===== config.mk =====
export PLATFORM = sky130hd
export DESIGN_NAME = vic_top
export DESIGN_NICKNAME = d
export VERILOG_FILES = /design/src/rtl/vic_pkg.sv /design/src/rtl/vic_regs.sv /design/src/rtl/vic_arb.sv /design/src/rtl/vic_top.sv
export SDC_FILE = /design/constraint.sdc
export NUM_CORES = 1
export LEC_CHECK = 0
export BUFFER_PORTS_ARGS = -buffer_cell sky130_fd_sc_hd__clkbuf_2
export CAP_MARGIN = 10
export CORE_MARGIN = 4
export CORE_UTILIZATION = 40
export CTS_CLUSTER_SIZE = 16
export DETAILED_ROUTE_END_ITERATION = 8
export MAX_ROUTING_LAYER = met4
export RECOVER_POWER = 100
export SLEW_MARGIN = 20
export SYNTH_ARGS = -nofsm -noshare
export SYNTH_HDL_FRONTEND = slang
export SYNTH_SLANG_ARGS = --single-unit

===== constraint.sdc =====
create_clock -name clk -period 36.3 [get_ports clk]
set_input_delay 9.075 -clock clk [delete_from_list [all_inputs] [get_ports clk]]
set_output_delay 9.075 -clock clk [all_outputs]
set_load 0.01 [all_outputs]

===== src/rtl/vic_pkg.sv =====
package vic_pkg;
    localparam int unsigned PRIO_W = 4;

    localparam logic [5:0] A_RAW    = 6'h00;
    localparam logic [5:0] A_PEND   = 6'h01;
    localparam logic [5:0] A_ENABLE = 6'h02;
    localparam logic [5:0] A_ROUTE  = 6'h03;
    localparam logic [5:0] A_SWSET  = 6'h04;
    localparam logic [5:0] A_SWCLR  = 6'h05;
    localparam logic [5:0] A_SWREQ  = 6'h06;
    localparam logic [5:0] A_THR_F  = 6'h07;
    localparam logic [5:0] A_THR_N  = 6'h08;
    localparam logic [5:0] A_VEC_F  = 6'h09;
    localparam logic [5:0] A_VEC_N  = 6'h0A;
    localparam logic [5:0] A_PRIO0  = 6'h20;

    typedef enum logic {
        LINE_NORM = 1'b0,
        LINE_FAST = 1'b1
    } line_e;
endpackage


===== src/rtl/vic_regs.sv =====
module vic_regs
    import vic_pkg::*;
#(
    parameter int unsigned NUM_SRC = 19,
    parameter int unsigned ADDR_W  = 6,
    parameter int unsigned VEC_W   = 5
) (
    input  logic                       clk,
    input  logic                       rst_n,
    input  logic                       we_i,
    input  logic [ADDR_W-1:0]          addr_i,
    input  logic [31:0]                wdata_i,
    output logic [31:0]                rdata_o,
    input  logic [NUM_SRC-1:0]         hw_req_i,
    input  logic [VEC_W-1:0]           vec_fast_i,
    input  logic [VEC_W-1:0]           vec_norm_i,
    output logic [NUM_SRC-1:0]         pend_o,
    output logic [NUM_SRC-1:0]         route_o,
    output logic [NUM_SRC*PRIO_W-1:0]  prio_o,
    output logic [PRIO_W-1:0]          thr_fast_o,
    output logic [PRIO_W-1:0]          thr_norm_o
);
    logic [NUM_SRC-1:0] en_q;
    logic [NUM_SRC-1:0] route_q;
    logic [NUM_SRC-1:0] sw_q;
    logic [PRIO_W-1:0]  thr_f_q;
    logic [PRIO_W-1:0]  thr_n_q;
    logic [NUM_SRC-1:0] raw;

    localparam logic [ADDR_W-1:0] W_RAW    = ADDR_W'(A_RAW);
    localparam logic [ADDR_W-1:0] W_PEND   = ADDR_W'(A_PEND);
    localparam logic [ADDR_W-1:0] W_ENABLE = ADDR_W'(A_ENABLE);
    localparam logic [ADDR_W-1:0] W_ROUTE  = ADDR_W'(A_ROUTE);
    localparam logic [ADDR_W-1:0] W_SWSET  = ADDR_W'(A_SWSET);
    localparam logic [ADDR_W-1:0] W_SWCLR  = ADDR_W'(A_SWCLR);
    localparam logic [ADDR_W-1:0] W_SWREQ  = ADDR_W'(A_SWREQ);
    localparam logic [ADDR_W-1:0] W_THR_F  = ADDR_W'(A_THR_F);
    localparam logic [ADDR_W-1:0] W_THR_N  = ADDR_W'(A_THR_N);
    localparam logic [ADDR_W-1:0] W_VEC_F  = ADDR_W'(A_VEC_F);
    localparam logic [ADDR_W-1:0] W_VEC_N  = ADDR_W'(A_VEC_N);

    assign raw        = hw_req_i | sw_q;
    assign pend_o     = raw & en_q;
    assign route_o    = route_q;
    assign thr_fast_o = thr_f_q;
    assign thr_norm_o = thr_n_q;

    always_ff @(posedge clk or negedge rst_n) begin
        if (!rst_n) begin
            en_q    <= '0;
            route_q <= '0;
            sw_q    <= '0;
            thr_f_q <= '0;
            thr_n_q <= '0;
        end else if (we_i) begin
            case (addr_i)
                W_ENABLE: en_q    <= wdata_i[NUM_SRC-1:0];
                W_ROUTE:  route_q <= wdata_i[NUM_SRC-1:0];
                W_SWSET:  sw_q    <= sw_q | wdata_i[NUM_SRC-1:0];
                W_SWCLR:  sw_q    <= sw_q & ~wdata_i[NUM_SRC-1:0];
                W_THR_F:  thr_f_q <= wdata_i[PRIO_W-1:0];
                W_THR_N:  thr_n_q <= wdata_i[PRIO_W-1:0];
                default:  ;
            endcase
        end
    end

    generate
        for (genvar s = 0; s < NUM_SRC; s++) begin : g_prio
            localparam logic [ADDR_W-1:0] MY_ADDR = ADDR_W'(int'(A_PRIO0) + s);
            logic [PRIO_W-1:0] p_q;
            always_ff @(posedge clk or negedge rst_n) begin
                if (!rst_n) begin
                    p_q <= '0;
                end else if (we_i && addr_i == MY_ADDR) begin
                    p_q <= wdata_i[PRIO_W-1:0];
                end
            end
            assign prio_o[s*PRIO_W +: PRIO_W] = p_q;
        end
    endgenerate

    always_comb begin
        rdata_o = '0;
        case (addr_i)
            W_RAW:    rdata_o[NUM_SRC-1:0] = raw;
            W_PEND:   rdata_o[NUM_SRC-1:0] = pend_o;
            W_ENABLE: rdata_o[NUM_SRC-1:0] = en_q;
            W_ROUTE:  rdata_o[NUM_SRC-1:0] = route_q;
            W_SWREQ:  rdata_o[NUM_SRC-1:0] = sw_q;
            W_THR_F:  rdata_o[PRIO_W-1:0]  = thr_f_q;
            W_THR_N:  rdata_o[PRIO_W-1:0]  = thr_n_q;
            W_VEC_F:  rdata_o[VEC_W-1:0]   = vec_fast_i;
            W_VEC_N:  rdata_o[VEC_W-1:0]   = vec_norm_i;
            default: begin
                for (int s = 0; s < NUM_SRC; s++) begin
                    if (addr_i == ADDR_W'(int'(A_PRIO0) + s)) begin
                        rdata_o[PRIO_W-1:0] = prio_o[s*PRIO_W +: PRIO_W];
                    end
                end
            end
        endcase
    end


    swset_bits_chk: assert property (@(posedge clk) disable iff (!rst_n)
        (we_i && addr_i == W_SWSET) |=>
        ((sw_q & $past(wdata_i[NUM_SRC-1:0])) == $past(wdata_i[NUM_SRC-1:0])));


    swclr_bits_chk: assert property (@(posedge clk) disable iff (!rst_n)
        (we_i && addr_i == W_SWCLR) |=>
        ((sw_q & $past(wdata_i[NUM_SRC-1:0])) == '0));
endmodule


===== src/rtl/vic_arb.sv =====
module vic_arb
    import vic_pkg::*;
#(
    parameter int unsigned NUM_SRC = 19,
    parameter int unsigned VEC_W   = 5
) (
    input  logic                      clk,
    input  logic                      rst_n,
    input  logic [NUM_SRC-1:0]        cand_i,
    input  logic [NUM_SRC*PRIO_W-1:0] prio_i,
    input  logic [PRIO_W-1:0]         thr_i,
    output logic                      irq_o,
    output logic [VEC_W-1:0]          vec_o
);
    localparam logic [VEC_W-1:0] NO_IRQ = '1;

    logic [PRIO_W-1:0] best_p;
    logic [VEC_W-1:0]  best_v;
    logic              hit;

    always_comb begin
        best_p = thr_i;
        best_v = NO_IRQ;
        hit    = 1'b0;
        for (int s = 0; s < NUM_SRC; s++) begin
            if (cand_i[s] && prio_i[s*PRIO_W +: PRIO_W] > best_p) begin
                best_p = prio_i[s*PRIO_W +: PRIO_W];
                best_v = VEC_W'(s);
                hit    = 1'b1;
            end
        end
    end

    always_ff @(posedge clk or negedge rst_n) begin
        if (!rst_n) begin
            irq_o <= 1'b0;
            vec_o <= NO_IRQ;
        end else begin
            irq_o <= hit;
            vec_o <= best_v;
        end
    end

    logic [NUM_SRC-1:0]        cand_d;
    logic [NUM_SRC*PRIO_W-1:0] prio_d;
    logic [PRIO_W-1:0]         thr_d;
    always_ff @(posedge clk or negedge rst_n) begin
        if (!rst_n) begin
            cand_d <= '0;
            prio_d <= '0;
            thr_d  <= '0;
        end else begin
            cand_d <= cand_i;
            prio_d <= prio_i;
            thr_d  <= thr_i;
        end
    end


    idle_line_chk: assert property (@(posedge clk) disable iff (!rst_n)
        (cand_i == '0) |=> !irq_o);


    winner_cand_chk: assert property (@(posedge clk) disable iff (!rst_n)
        irq_o |-> cand_d[vec_o]);


    above_thr_chk: assert property (@(posedge clk) disable iff (!rst_n)
        irq_o |-> (prio_d[32'(vec_o)*PRIO_W +: PRIO_W] > thr_d));
endmodule


===== src/rtl/vic_top.sv =====
module vic_top
    import vic_pkg::*;
#(
    parameter int unsigned NUM_SRC = 19,
    parameter int unsigned ADDR_W  = 6,
    localparam int unsigned VEC_W  = $clog2(NUM_SRC + 1)
) (
    input  logic               clk,
    input  logic               rst_n,
    input  logic [NUM_SRC-1:0] src_req_i,
    input  logic               reg_we_i,
    input  logic [ADDR_W-1:0]  reg_addr_i,
    input  logic [31:0]        reg_wdata_i,
    output logic [31:0]        reg_rdata_o,
    output logic               irq_fast_o,
    output logic               irq_norm_o,
    output logic [VEC_W-1:0]   vec_fast_o,
    output logic [VEC_W-1:0]   vec_norm_o
);
    logic [NUM_SRC-1:0]        pend;
    logic [NUM_SRC-1:0]        route;
    logic [NUM_SRC*PRIO_W-1:0] prio;
    logic [PRIO_W-1:0]         thr [2];
    logic [NUM_SRC-1:0]        cand [2];
    logic                      irq [2];
    logic [VEC_W-1:0]          vec [2];

    vic_regs #(
        .NUM_SRC (NUM_SRC),
        .ADDR_W  (ADDR_W),
        .VEC_W   (VEC_W)
    ) regs_i (
        .clk        (clk),
        .rst_n      (rst_n),
        .we_i       (reg_we_i),
        .addr_i     (reg_addr_i),
        .wdata_i    (reg_wdata_i),
        .rdata_o    (reg_rdata_o),
        .hw_req_i   (src_req_i),
        .vec_fast_i (vec[LINE_FAST]),
        .vec_norm_i (vec[LINE_NORM]),
        .pend_o     (pend),
        .route_o    (route),
        .prio_o     (prio),
        .thr_fast_o (thr[LINE_FAST]),
        .thr_norm_o (thr[LINE_NORM])
    );

    generate
        for (genvar l = 0; l < 2; l++) begin : g_line
            if (l == int'(LINE_FAST)) begin : g_sel
                assign cand[l] = pend & route;
            end else begin : g_sel
                assign cand[l] = pend & ~route;
            end
            vic_arb #(
                .NUM_SRC (NUM_SRC),
                .VEC_W   (VEC_W)
            ) arb_i (
                .clk    (clk),
                .rst_n  (rst_n),
                .cand_i (cand[l]),
                .prio_i (prio),
                .thr_i  (thr[l]),
                .irq_o  (irq[l]),
                .vec_o  (vec[l])
            );
        end
    endgenerate

    assign irq_fast_o = irq[LINE_FAST];
    assign irq_norm_o = irq[LINE_NORM];
    assign vec_fast_o = vec[LINE_FAST];
    assign vec_norm_o = vec[LINE_NORM];


    split_lines_chk: assert property (@(posedge clk) disable iff (!rst_n)
        (irq_fast_o && irq_norm_o) |-> (vec_fast_o != vec_norm_o));
endmodule


* Word-level counts from Yosys, hierarchy flattened
Cells that the tools add are included.
** Storage, ports and cells
- Latch bits :: 0
- Memories :: 0
- Input bits :: 60
- Bits in writable memories :: 0
- Output and inout bits :: 44
- Logic and storage cells :: 302
- ROM bits :: 0
- Bits in registers :: 153
** Cells by class
- Equality and inequality tests :: 29
- Mux-type cells :: 135
- Add/subtract/negate cells :: 0
- $mul :: 0
- Divide/modulo/power cells :: 0
- Shift-type cells :: 0
- $lt $le $gt $ge :: 38
- Reduce and logical (&&, ||, !) cells :: 64
- Bitwise operators :: 8
** Operator list (count)
- 4-bit 2-to-1 mux :: 55
- 5-bit 2-to-1 mux :: 38
- 4-bit > comparator :: 38
- 6-bit equality test, second input constant :: 19
- 19-bit bitwise AND :: 4
- 14-bit one-hot mux with 5 select lines :: 1
- 1-bit logical AND :: 57
- 1-bit 2-to-1 mux :: 38
- 19-bit inverter :: 2
- 19-bit bitwise OR :: 2
- 19-bit one-hot mux with 2 select lines :: 1
- 4-bit one-hot mux with 9 select lines :: 1
- 6-bit by 3-bit equality test with 1-bit output, second input constant :: 4
- 6-bit by 4-bit equality test with 1-bit output, second input constant :: 3
- 6-bit by 2-bit equality test with 1-bit output, second input constant :: 2
- 2-bit AND reduction :: 5
- 1-bit one-hot mux with 7 select lines :: 1
- 6-bit by 1-bit equality test with 1-bit output, second input constant :: 1
- 6-bit zero test :: 1
- 2-bit nonzero test :: 1

* Depth between registers and ports, before layout
- Word-level depth :: 59
- Depth in mapped cells :: 170
- Depth with buffers taken out :: 166

* Modules after synthesis
From an unflattened synthesis, not the netlist that was laid out.
** Second synthesis, totals
- Cell total of the unflattened synthesis :: 1901
- Area, all modules :: 16006.6 µm²
** By module, submodules not included
- vic_regs :: area an instance 7422.1 µm², times used 1, cells an instance 712
- vic_arb at g_line[1].arb_i :: area an instance 4202.8 µm², times used 1, cells an instance 574
- vic_arb at g_line[0].arb_i :: area an instance 4144.0 µm², times used 1, cells an instance 577
- vic_top :: area an instance 237.7 µm², times used 1, cells an instance 38

* Worst setup path after synthesis
OpenSTA, ideal clock, no wires.
- Path type :: input-to-reg
- Start point :: input src_req_i[0]
- End point :: register g_line[0].arb_i.vec_o[2]
- Setup time :: 77 ps
- Path buffers :: 4
- Stages on the path :: 150
- Arrival time :: 37972 ps
- Slack :: -1749 ps
- Cell sequence :: o21ai_2 > a2111oi_1 > mux2_2 > ha_1 > nand3_1 > or4_4 > and3_4 > nand2_1 > nand2_1 > o21ai_0 > ha_1 > nor2b_1 > o21ai_0 > nor2_1 > a31o_1 > o21ai_1 > mux2i_1 > inv_1 > [114 not listed] > a211o_1 > buf_2 > mux2i_1 > ha_1 > nor2b_1 > o21ai_0 > nand2b_1 > a21oi_1 > or3_1 > clkbuf_1 > inv_1 > o31a_1 > o21ai_1 > ha_1 > and4_1 > or4_1 > and3_1 > o21a_1
** On the way
- Longest elaborated chain between the ends :: 59
- Elaborated cells on any way between the ends :: 77
- Classes of those cells :: 18 x order compare; 37 x mux; 3 x bitwise; 19 x reduce/logical
** Ends and longest elaborated chain
- start: declaration :: RTL line vic_top.sv:10 : input logic [NUM_SRC-1:0] src_req_i,
- 19-bit bitwise OR (*) :: RTL line vic_regs.sv:42 : assign raw = hw_req_i | sw_q;
- 19-bit bitwise AND (*) :: RTL line vic_regs.sv:43 : assign pend_o = raw & en_q;
- 19-bit bitwise AND (*) :: RTL line vic_top.sv:54 : assign cand[l] = pend & ~route;
- 1-bit logical AND (*) :: RTL line vic_arb.sv:26 : if (cand_i[s] && prio_i[s*PRIO_W +: PRIO_W] > best_p) begin
- 4-bit 2-to-1 mux :: RTL line vic_arb.sv:26
- 4-bit > comparator :: RTL line vic_arb.sv:26
- 1-bit logical AND :: RTL line vic_arb.sv:26
- 4-bit 2-to-1 mux :: RTL line vic_arb.sv:26
- [44 not listed]
- 4-bit 2-to-1 mux :: RTL line vic_arb.sv:26
- 4-bit > comparator :: RTL line vic_arb.sv:26
- 1-bit logical AND :: RTL line vic_arb.sv:26
- 4-bit 2-to-1 mux :: RTL line vic_arb.sv:26
- 4-bit > comparator :: RTL line vic_arb.sv:26
- 1-bit logical AND :: RTL line vic_arb.sv:26
- 5-bit 2-to-1 mux (*) :: RTL line vic_arb.sv:26
- via g_line[0].arb_i.best_v[2] :: RTL line vic_arb.sv:18 : logic [VEC_W-1:0] best_v;
- end signal: assignment :: RTL line vic_arb.sv:40 : vec_o <= best_v;
- end: declaration :: RTL line vic_arb.sv:13 : output logic [VEC_W-1:0] vec_o
Mark *: on every way through the listed nets, which the timed path passes. The rest lies on a longest branch.
A chain may end at the register's enable or synchronous reset.

* Worst setup path in the final report
Same ends and word-level chain as after synthesis.

==> metrics.yaml <==
outcome: "finished with violations"
violations: "capacitance limit, slew limit"
cts_tree: "done"
synthFlopType: "dfrtp_1"
cts.htree.levels: 4
setup_slack_ns: 0.273
hold_viol_final: 0
period_minus_slack_ns: 36.03
pwr_density_cell_mw_per_mm2: 68.2
ant_nets: 0
place.detailed.hpwl_mm: 41.2
cts_buffers: 17
ys_seq_area_frac: 0.250
cp-startpoint: "src_req_i[0]"
holdCritPathClass: "reg2reg"
io_pins: 104
die_area_sq_mm: 0.0417
hold_path_depth: 1
n_fill_cell: 3597
worst_pin_slew_ns: 5.07
crit_arrival_ns: 36.38
synth_area_per_cell_sq_um: 8.47
place_ws_ns: -1.24
num_antenna_cells: 0
final_cell_mix: "buf_4 (263), mux2_2 (144), dfrtp_1 (143)"
ys_types: 114
clkTransAtPathRegs_ns: 0.07
cp-start-kind: "input pin"
ys_warn_count: 0
leakage_nw: 8.72
end_kind: "flip-flop"
synth-xor-area-share: 0.0129
drive_above_1_share: 0.365
synth_seq_cells: 153
ir_drop_uv: 40.4
drt-initial-drc-count: 1256
synth-edff-count: 0
netlist_instances: 1817
antenna_found_initial: 0
slew_viol_final: 256
track_usage: 0.258
clock_sinks: 153
finalClockSkew_ns: 0.00848
first_pass_iters: 5
start_util: 0.407
tns_ns: 0
first_global_vias: 15321
synthAdderAreaFrac: 0.0899
rr_worst_depth: 151
async_flop_share: 1.00
crit_top_cell: "ha_4"
synthToLayoutAreaGrowth_pct: 30.5
total_power_mw: 1.37
setup_violations: 0
crit_type: "in2reg"
drv_cap: 6
syn_area_sq_mm: 0.0154
synth_top_family_by_area: "compound AO/OA/AOI/OAI gates"
hp-start: "regs_i.route_o[6]"
core.rowCount: 71
fin_nets: 2298
vias: 15913
finish.utilization: 0.531
gp_congestion: 0.940
slew_headroom: -2.38
cp_slowest_stage_delay_ns: 0.52
drt_wl_total_mm: 55.3
grt_setup_unrepaired: "yes"
clockRootBuffer: "clkbuf_16"
die_x_microns: 204
grt_pass1_wl_mm: 83.7
core_area_sq_mm: 0.0378
wl_per_cell_microns: 20.8
synth-simple-area-share: 0.176
route.detailed.drc: 0
crit_fanout: 6
r2r_start: "regs_i.g_prio[0].p_q[1]"
fmax_ghz: 0.0278
required_ns: 36.65
grt_start_max_net_pins: 91
cts_buffer_depth: 2
port_buffers: 77
post-route-period-util: 0.992
synth-compound-area-share: 0.275
gr-total-overflow: 0
cp_slowest_cell: "or4_4"
via_per_inst: 5.99
worstSkewPairLatency_ns: 0.44
mostFrequentLayoutCell: "buf_4"
die_h_microns: 204
muxShareOfSynthArea: 0.141
[path summary, 6_finish.rpt]
check	end	slack [ns]
setup / recovery	g_line[0].arb_i.vec_o[2]	0.27
hold / removal	regs_i.route_o[6]	0.55
setup reg to reg	g_line[0].arb_i.vec_o[2]	7.85
hold reg to reg	regs_i.route_o[6]	0.55
max in group asynchronous	regs_i.g_prio[6].p_q[0]	20.89
min in group asynchronous	regs_i.g_prio[17].p_q[3]	10.47
[report_power, final]
part	internal [mW]	leakage, nW	switching (mW)
registers	0.200	1.99	0.0497
clock network	0.112	0.307	0.0815
logic	0.473	6.43	0.454
total	0.785	8.72	0.585
[final cells by class]
| type | count | area (sq um) | area share |
|---|---|---|---|
| Clock buffer | 18 | 439 | 0.0219 |
| Clock inverter | 14 | 190 | 0.00947 |
| Inverter | 137 | 524 | 0.0261 |
| Multi-Input combinational cell | 1469 | 12000 | 0.596 |
| Sequential cell | 153 | 3840 | 0.191 |
| Tap cell | 511 | 639 | 0.0318 |
| Timing Repair Buffer | 356 | 2470 | 0.123 |
[Yosys cell counts, types with 9 or more instances]
cell,instances,share of area
a22oi_1,30,0.015
o2111ai_1,10,0.0057
nor2_1,143,0.035
inv_1,137,0.033
clkbuf_1,51,0.012
mux2i_1,32,0.021
a222oi_1,17,0.011
ha_1,104,0.085
a21oi_1,116,0.038
a211o_1,13,0.0074
a211oi_1,15,0.0073
nor3b_1,13,0.0063
o31ai_1,9,0.0044
o21ai_1,12,0.0039
o21ai_0,100,0.033
nor3_1,34,0.011
a31oi_1,35,0.014
mux2_2,159,0.12
o211ai_1,21,0.010
nand2_1,143,0.035
dfstp_2,10,0.017
o211a_1,9,0.0059
nor2b_1,23,0.0094
or2_2,12,0.0049
o21a_1,26,0.013
a21o_1,23,0.011
xnor2_1,17,0.0097
and3_1,15,0.0061
nand3_1,54,0.018
o221ai_1,9,0.0051
dfrtp_1,143,0.23
nand2b_1,24,0.0098
nand4_1,11,0.0045
and2_1,22,0.0089
or3_1,14,0.0057
buf_4,14,0.0068
[worst max-delay path: cells and delay by family]
family,cells,cell delay [ns]
AOI/OAI and AO/OA,64,10.47
buffers and inverters,14,1.40
muxes,14,4.22
adders and majority gates,19,4.36
and+or+nand+nor,40,6.72
[metal layers]
metal | vias to the layer above | global-route usage | part of all wire
met5 | - | - | 0
met4 | 0 | 0.0744 | 0.025
met3 | 85 | 0.0238 | 0.052
met2 | 499 | 0.433 | 0.49
met1 | 7859 | 0.335 | 0.43
li1 | 7470 | - | -
[stage by stage]
step,hold WS [ns],std cells,area [sq um]
after floorplan,0.499,1829,15500
after global placement,0.529,2558,17800
after detailed placement,0.531,2558,17800
after CTS,0.546,2603,18600
after global routing,0.578,2658,20100
final,0.550,2658,20100
[timing repair]
item                                    4_1_cts  5_1_grt
pin swaps                                    17      109
resized for setup                            36      238
setup buffers                                13       55
hold buffers                                  0        0
endpoints found under the setup margin        6       12
[cell families (layout without fill, tap and decap cells)]
logic type	count (synthesis)	count (layout)
AOI/OAI and AO/OA	580	580
xor gates and xnor gates	21	21
adders and majority gates	112	112
buffers and inverters	207	525
DFF	153	153
muxes	195	195
other	1	13
and+or+nand+nor	548	548
No activity file was read; power rests on OpenSTA's default activity.
